==> src/rtl/host_port_pkg.sv <==
package host_port_pkg;
    typedef enum logic [1:0] {
        SEL_RSVD = 2'b00,
        SEL_DATA = 2'b01,
        SEL_CLO  = 2'b10,
        SEL_CHI  = 2'b11
    } mem_sel_e;

    typedef enum logic [1:0] {
        ST_IDLE,
        ST_WAIT_SLOT,
        ST_SETTLE,
        ST_ACKED
    } port_state_e;

    localparam int CTL_SPLIT_BIT = 7;
    localparam int CTL_MSG_BIT   = 6;
    localparam int CTL_SPARE_BIT = 5;
    localparam int CTL_SEL_LSB   = 3;
endpackage

==> src/rtl/host_port_ctrl.sv <==
module host_port_ctrl
    import host_port_pkg::*;
#(
    parameter int DATA_W   = 8,
    parameter int STREAM_W = 3
) (
    input  logic                clk,
    input  logic                rst_n,
    input  logic                wr_en,
    input  logic [DATA_W-1:0]   wr_data,
    output logic [DATA_W-1:0]   ctrl_q,
    output logic                split_mode,
    output logic                msg_mode,
    output mem_sel_e            sel_cfg,
    output logic [STREAM_W-1:0] stream_cfg
);
    localparam logic [DATA_W-1:0] SPARE_MASK = DATA_W'(1) << CTL_SPARE_BIT;

    always_ff @(posedge clk or negedge rst_n) begin
        if (!rst_n)
            ctrl_q <= '0;
        else if (wr_en)
            ctrl_q <= wr_data & ~SPARE_MASK;
    end

    assign split_mode = ctrl_q[CTL_SPLIT_BIT];
    assign msg_mode   = ctrl_q[CTL_MSG_BIT];
    assign sel_cfg    = mem_sel_e'(ctrl_q[CTL_SEL_LSB +: 2]);
    assign stream_cfg = ctrl_q[STREAM_W-1:0];
endmodule

==> src/rtl/host_port_decode.sv <==
module host_port_decode
    import host_port_pkg::*;
#(
    parameter int ADDR_W = 6
) (
    input  logic [ADDR_W-1:0] addr,
    input  logic              rd_wr,
    input  logic              split_mode,
    input  mem_sel_e          sel_cfg,
    output logic              is_ctrl,
    output mem_sel_e          target,
    output logic              mem_ok,
    output logic              zero_read
);
    always_comb begin
        is_ctrl = ~addr[ADDR_W-1];
        if (split_mode)
            target = rd_wr ? SEL_DATA : SEL_CLO;
        else
            target = sel_cfg;
        mem_ok    = (target != SEL_RSVD) && !(!rd_wr && target == SEL_DATA);
        zero_read = rd_wr && (target == SEL_RSVD);
    end
endmodule

==> src/rtl/host_port_fsm.sv <==
module host_port_fsm
    import host_port_pkg::*;
(
    input  logic clk,
    input  logic rst_n,
    input  logic strobe,
    input  logic is_ctrl,
    input  logic rd_wr,
    input  logic mem_ok,
    input  logic slot_free,
    output logic ack_n,
    output logic mem_req,
    output logic ctrl_we,
    output logic latch_acc,
    output logic slot_take
);
    port_state_e state_q, state_d;
    logic        release_evt;

    assign release_evt = ~strobe;

    always_ff @(posedge clk or negedge rst_n) begin
        if (!rst_n)
            state_q <= ST_IDLE;
        else
            state_q <= state_d;
    end

    always_comb begin
        state_d = state_q;
        unique case (state_q)
            ST_IDLE: begin
                if (strobe) begin
                    if (is_ctrl && !rd_wr) state_d = ST_ACKED;
                    else if (is_ctrl)      state_d = ST_SETTLE;
                    else if (mem_ok)       state_d = ST_WAIT_SLOT;
                    else                   state_d = ST_SETTLE;
                end
            end
            ST_WAIT_SLOT: begin
                if (release_evt)    state_d = ST_IDLE;
                else if (slot_free) state_d = ST_ACKED;
            end
            ST_SETTLE: state_d = release_evt ? ST_IDLE : ST_ACKED;
            ST_ACKED:  if (release_evt) state_d = ST_IDLE;
            default:   state_d = ST_IDLE;
        endcase
    end

    always_comb begin
        ack_n     = (state_q != ST_ACKED);
        mem_req   = (state_q == ST_WAIT_SLOT);
        latch_acc = (state_q == ST_IDLE) && strobe;
        ctrl_we   = latch_acc && is_ctrl && !rd_wr;
        slot_take = mem_req && slot_free && !release_evt;
    end

    // a pending request is held while no slot is offered
    assert_req_holds_R6: assert property (@(posedge clk) disable iff (!rst_n)
        (mem_req && !slot_free && strobe) |=> mem_req);

    // release always clears the acknowledge next cycle
    assert_release_R9: assert property (@(posedge clk) disable iff (!rst_n)
        release_evt |=> ack_n);

    // acknowledge only follows a cycle with the strobe held
    assert_ack_needs_strobe_R9: assert property (@(posedge clk) disable iff (!rst_n)
        !ack_n |-> $past(strobe));
endmodule

==> src/rtl/host_port.sv <==
module host_port
    import host_port_pkg::*;
#(
    parameter int DATA_W   = 8,
    parameter int ADDR_W   = 6,
    parameter int STREAM_W = 3,
    localparam int CHAN_W  = ADDR_W - 1
) (
    input  logic                clk,
    input  logic                rst_n,
    input  logic                cs_n,
    input  logic                ds,
    input  logic                rd_wr,
    input  logic [ADDR_W-1:0]   addr,
    input  logic [DATA_W-1:0]   data_in,
    output logic [DATA_W-1:0]   data_out,
    output logic                data_oe,
    output logic                ack_n,
    output logic                split_mode,
    output logic                msg_mode,
    output logic                mem_req,
    output logic                mem_we,
    output logic [1:0]          mem_sel,
    output logic [STREAM_W-1:0] mem_stream,
    output logic [CHAN_W-1:0]   mem_chan,
    output logic [DATA_W-1:0]   mem_wdata,
    input  logic [DATA_W-1:0]   mem_rdata,
    input  logic                slot_free
);
    logic [DATA_W-1:0]   ctrl_q;
    mem_sel_e            sel_cfg, target, acc_sel;
    logic [STREAM_W-1:0] stream_cfg;
    logic                is_ctrl, mem_ok, zero_read;
    logic                strobe, ctrl_we, latch_acc, slot_take;
    logic                acc_rd;
    logic [CHAN_W-1:0]   acc_chan;
    logic [DATA_W-1:0]   acc_wdata, rd_q;

    assign strobe = ~cs_n & ds;

    host_port_ctrl #(.DATA_W(DATA_W), .STREAM_W(STREAM_W)) u_ctrl (
        .clk(clk), .rst_n(rst_n), .wr_en(ctrl_we), .wr_data(data_in),
        .ctrl_q(ctrl_q), .split_mode(split_mode), .msg_mode(msg_mode),
        .sel_cfg(sel_cfg), .stream_cfg(stream_cfg)
    );

    host_port_decode #(.ADDR_W(ADDR_W)) u_decode (
        .addr(addr), .rd_wr(rd_wr), .split_mode(split_mode), .sel_cfg(sel_cfg),
        .is_ctrl(is_ctrl), .target(target), .mem_ok(mem_ok), .zero_read(zero_read)
    );

    host_port_fsm u_fsm (
        .clk(clk), .rst_n(rst_n), .strobe(strobe), .is_ctrl(is_ctrl),
        .rd_wr(rd_wr), .mem_ok(mem_ok), .slot_free(slot_free),
        .ack_n(ack_n), .mem_req(mem_req), .ctrl_we(ctrl_we),
        .latch_acc(latch_acc), .slot_take(slot_take)
    );

    always_ff @(posedge clk or negedge rst_n) begin
        if (!rst_n) begin
            acc_rd    <= 1'b1;
            acc_sel   <= SEL_RSVD;
            acc_chan  <= '0;
            acc_wdata <= '0;
        end else if (latch_acc) begin
            acc_rd    <= rd_wr;
            acc_sel   <= target;
            acc_chan  <= addr[CHAN_W-1:0];
            acc_wdata <= data_in;
        end
    end

    always_ff @(posedge clk or negedge rst_n) begin
        if (!rst_n)
            rd_q <= '0;
        else if (latch_acc && rd_wr && is_ctrl)
            rd_q <= ctrl_q;
        else if (latch_acc && !is_ctrl && zero_read)
            rd_q <= '0;
        else if (slot_take && acc_rd)
            rd_q <= mem_rdata;
    end

    assign data_out   = rd_q;
    assign data_oe    = strobe & rd_wr;
    assign mem_we     = ~acc_rd;
    assign mem_sel    = acc_sel;
    assign mem_stream = stream_cfg;
    assign mem_chan   = acc_chan;
    assign mem_wdata  = acc_wdata;

    // no request for a data-memory write or a reserved code
    assert_no_ignored_req_R8: assert property (@(posedge clk) disable iff (!rst_n)
        mem_req |-> (mem_sel != SEL_RSVD) && !(mem_we && mem_sel == SEL_DATA));

    // a control-register write started from idle is acknowledged next cycle
    assert_fast_ctrl_write_R3: assert property (@(posedge clk) disable iff (!rst_n)
        (strobe && !rd_wr && !addr[ADDR_W-1] && ack_n && !mem_req) |=> !ack_n);
endmodule

==> config.mk <==
export PLATFORM = sky130hd
export DESIGN_NAME = host_port
export DESIGN_NICKNAME = d
export VERILOG_FILES = /design/src/rtl/host_port_pkg.sv /design/src/rtl/host_port_ctrl.sv /design/src/rtl/host_port_decode.sv /design/src/rtl/host_port_fsm.sv /design/src/rtl/host_port.sv
export SDC_FILE = /design/constraint.sdc
export NUM_CORES = 1
export LEC_CHECK = 0
export BUFFER_PORTS_ARGS = -buffer_cell sky130_fd_sc_hd__buf_4
export CORE_AREA = 2 2 63 65
export DETAILED_ROUTE_END_ITERATION = 16
export DIE_AREA = 0 0 65 67
export GPL_ROUTABILITY_DRIVEN = 0
export PLACE_DENSITY = 0.73
export SYNTH_ARGS = -nofsm -noshare
export SYNTH_HDL_FRONTEND = slang
export SYNTH_SLANG_ARGS = --single-unit
==> constraint.sdc <==
create_clock -name clk -period 1.5 [get_ports clk]
set_input_delay 0.375 -clock clk [delete_from_list [all_inputs] [get_ports clk]]
set_output_delay 0.375 -clock clk [all_outputs]
set_load 0.03 [all_outputs]
==> flow_summary.yaml <==
cts:
  cts_tree: "done"
  h-tree-depth: 2
  cts_made_buffers: 5
  clkTransAtPathRegs_ns: 0.07
  root_buffer: "clkbuf_8"
  postCtsHoldBufs: 0
  clkLatencyLatePin_ns: 0.29
  clkSinkCount: 33
  clock_path_buffers: 2
run_status:
  status: "complete, no violations"
routing:
  vias_per_cell: 4.96
  vias: 1195
  route.detailed.drc: 0
  drtAntennaViolNets: 0
  routed_wl_um: 3520
  wire_per_inst_um: 14.6
  drt_iter0_drc: 48
  dr.pass1.iters: 4
yosys:
  synthSimpleGateAreaFrac_pct: 9.51
  synth.mux.area_fraction_pct: 18.0
  synth_compound_area_share_pct: 10.4
  synth_top_cell_area_share_pct: 52.5
  yosys_register_bits: 33
  synthXorXnorAreaFrac_pct: 0
  yosys.area.top_type: "dfrtp_1"
  yosys.cell_types.count: 26
  syn_area_um2: 1530
  synth_top_family_by_area: "multiplexers"
  ys_seq_area_share_pct: 54.2
  postSynthNetCount: 157
  synth-adder-area-share_pct: 3.28
  synth_area_leaders: "dfrtp_1 52%, mux2_2 15%, a2bb2oi_1 4.0%"
  yosys_warnings: 0
  synth_area_per_cell_um2: 12.2
  syn_inst: 125
power:
  p_leak_nw: 1.09
  peakVddDrop_uv: 1190
  powerDensity_nw_per_um2: 2230
finish:
  nets: 225
  area_growth_pct: 47.5
  drive_above_1_share_pct: 58.5
  final_common_cell: "buf_4"
  layout_common_cells: "64 x buf_4, 32 x dfrtp_1, 13 x mux2_2"
  diodes: 0
  utilization_pct: 62.5
worst_setup_path:
  start_kind: "register"
  criticalPathCategory: "reg2out"
  end_kind: "output pin"
  arrival_ns: 1.11
  path_max_fanout: 3
  slowest_delay_ns: 0.39
  path_buf_inv: 2
  critPathRequiredTime_ns: 1.12
  worstPathCellList: "inv_2, ha_2, buf_6"
  slowest_stage: "dfrtp_1"
  crit_family: "flip-flops"
sta:
  fin_ws_ns: 0.0185
  tightest_slew_ns: 0.418
  setup_viol: 0
  clock.fmax_mhz: 675
  report.final.hold_viol_count: 0
  maxSlewHeadroom_pct: 72.1
  skew_ns: 0.00591
  slew_viol_final: 0
  final.period_utilization_pct: 98.8
  period_needed_ns: 1.48
  grt_setup_unrepaired: "true"
grt:
  grt_pass1_wl_um: 5820
  grt_pass1_vias: 1245
  grt-ovfl-total: 0
  antenna_found_initial: 0
  grt_usage_pct: 18.0
  grt_start_max_net_pins: 34
flow_run:
  cap_viol_max_count: 0
floorplanning:
  initial_core_util_pct: 42.3
  rows: 22
  fp.dieH_um: 67
  core_area_um2: 3610
  die_area_um2: 4360
  die_w_um: 65
  ioPinCount: 60
worst_hold_path:
  hp-class: "in2async"
placement:
  place_ws_ns: -0.139
  numPortBuffers: 59
  dpl.hpwl_um: 2550
[area by class of cell]
class	count	area (µm²)
Timing Repair Buffer	68	526
Multi-Input combinational cell	79	727
Clock buffer	6	82.6
Tap cell	48	60.1
Fill cell	294	1350
Inverter	6	22.5
Clock inverter	1	7.51
Sequential cell	33	827
[registers in the layout, summed over array words and instances (netlist names)]
name           count
u_ctrl.ctrl_q      7
mem_sel            2
acc_rd             1
mem_wdata          8
mem_chan           5
u_fsm.state_q      2
data_out           8
[layer usage]
metal,share of wire [%],vias to the layer above,global-route usage (%)
li1,-,572,-
met1,45,578,21.9
met2,48,39,30.3
met3,6.1,6,5.57
met4,1.3,0,6.38
met5,0,-,0
[metrics by stage]
step / hold WS [ns] / power, mW / cells / TNS [ns] / instance area (µm²)
6_report: 0.0148 / 5.02 / 241 / 0 / 2250
3_3_place_gp: 0.328 / 4.10 / 233 / -0.527 / 2060
2_1_floorplan: 0.0794 / 3.27 / 125 / -0.0931 / 1540
3_5_place_dp: 0.341 / 4.17 / 233 / -1.63 / 2060
4_1_cts: 0.0226 / 4.90 / 241 / 0 / 2160
5_1_grt: 0.0368 / 5.32 / 241 / -0.240 / 2250
[kinds of logic (layout without fill, tap and decap cells)]
group,count (synthesis),after routing
fa+ha+maj,4,4
mux,25,25
buf+inv,13,81
compound gates,24,24
flops,33,33
simple gates,26,26
[final timing paths]
check	slack [ns]	depth (start not counted)	from	to
worst max-delay path	0.02	3	u_fsm.state_q[1]$_DFFE_PN0P_	mem_req
worst min-delay path	0.01	1	rst_n	mem_wdata[5]$_DFFE_PN0N_
worst max register to register	0.03	5	u_fsm.state_q[0]$_DFFE_PN0P_	u_ctrl.ctrl_q[0]$_DFFE_PN0P_
worst min register to register	0.49	2	mem_sel[0]$_DFFE_PN0N_	mem_sel[0]$_DFFE_PN0N_
max in group asynchronous	1.15	1	rst_n	acc_rd$_DFFE_PN1N_
min in group clk	0.32	2	addr[2]	mem_chan[2]$_DFFE_PN0N_
[cell usage after synthesis]
cell / n
ha_1: 4
o21ai_0: 12
buf_2: 2
nor2_1: 2
buf_4: 3
nor3_1: 2
and2_1: 1
nor3b_1: 1
inv_1: 6
a21oi_1: 3
mux2i_1: 5
and2b_1: 1
dfrtp_1: 32
nand2_2: 1
clkbuf_1: 1
dfstp_2: 1
o2111ai_2: 1
a2bb2oi_1: 7
mux2_2: 20
buf_6: 1
nand2_1: 12
a211oi_1: 1
nor2b_1: 1
nand2b_1: 2
nor4b_4: 1
nand4_1: 2
[power breakdown]
part           switching [mW]  leakage, nW  total (mW)  internal [mW]
combinational            1.43        0.645        2.67           1.24
clock                   0.326       0.0433       0.689          0.362
sequential              0.321        0.397        1.66           1.34
total                    2.08         1.09        5.02           2.94
[worst reg2reg max path: stages (launching register included)]
cell and delay (ns):
dfrtp_1 0.41, inv_2 0.10, ha_4 0.16, nor4b_4 0.20, buf_6 0.18, mux2_4 0.31
[timing repair]
item | CTS | global route
setup buffers | 1 | 0
resized for setup | 2 | 21
setup endpoints to repair | 5 | 29
pin swaps | 0 | 4
Note: power is estimated with default switching activity, not from simulation.
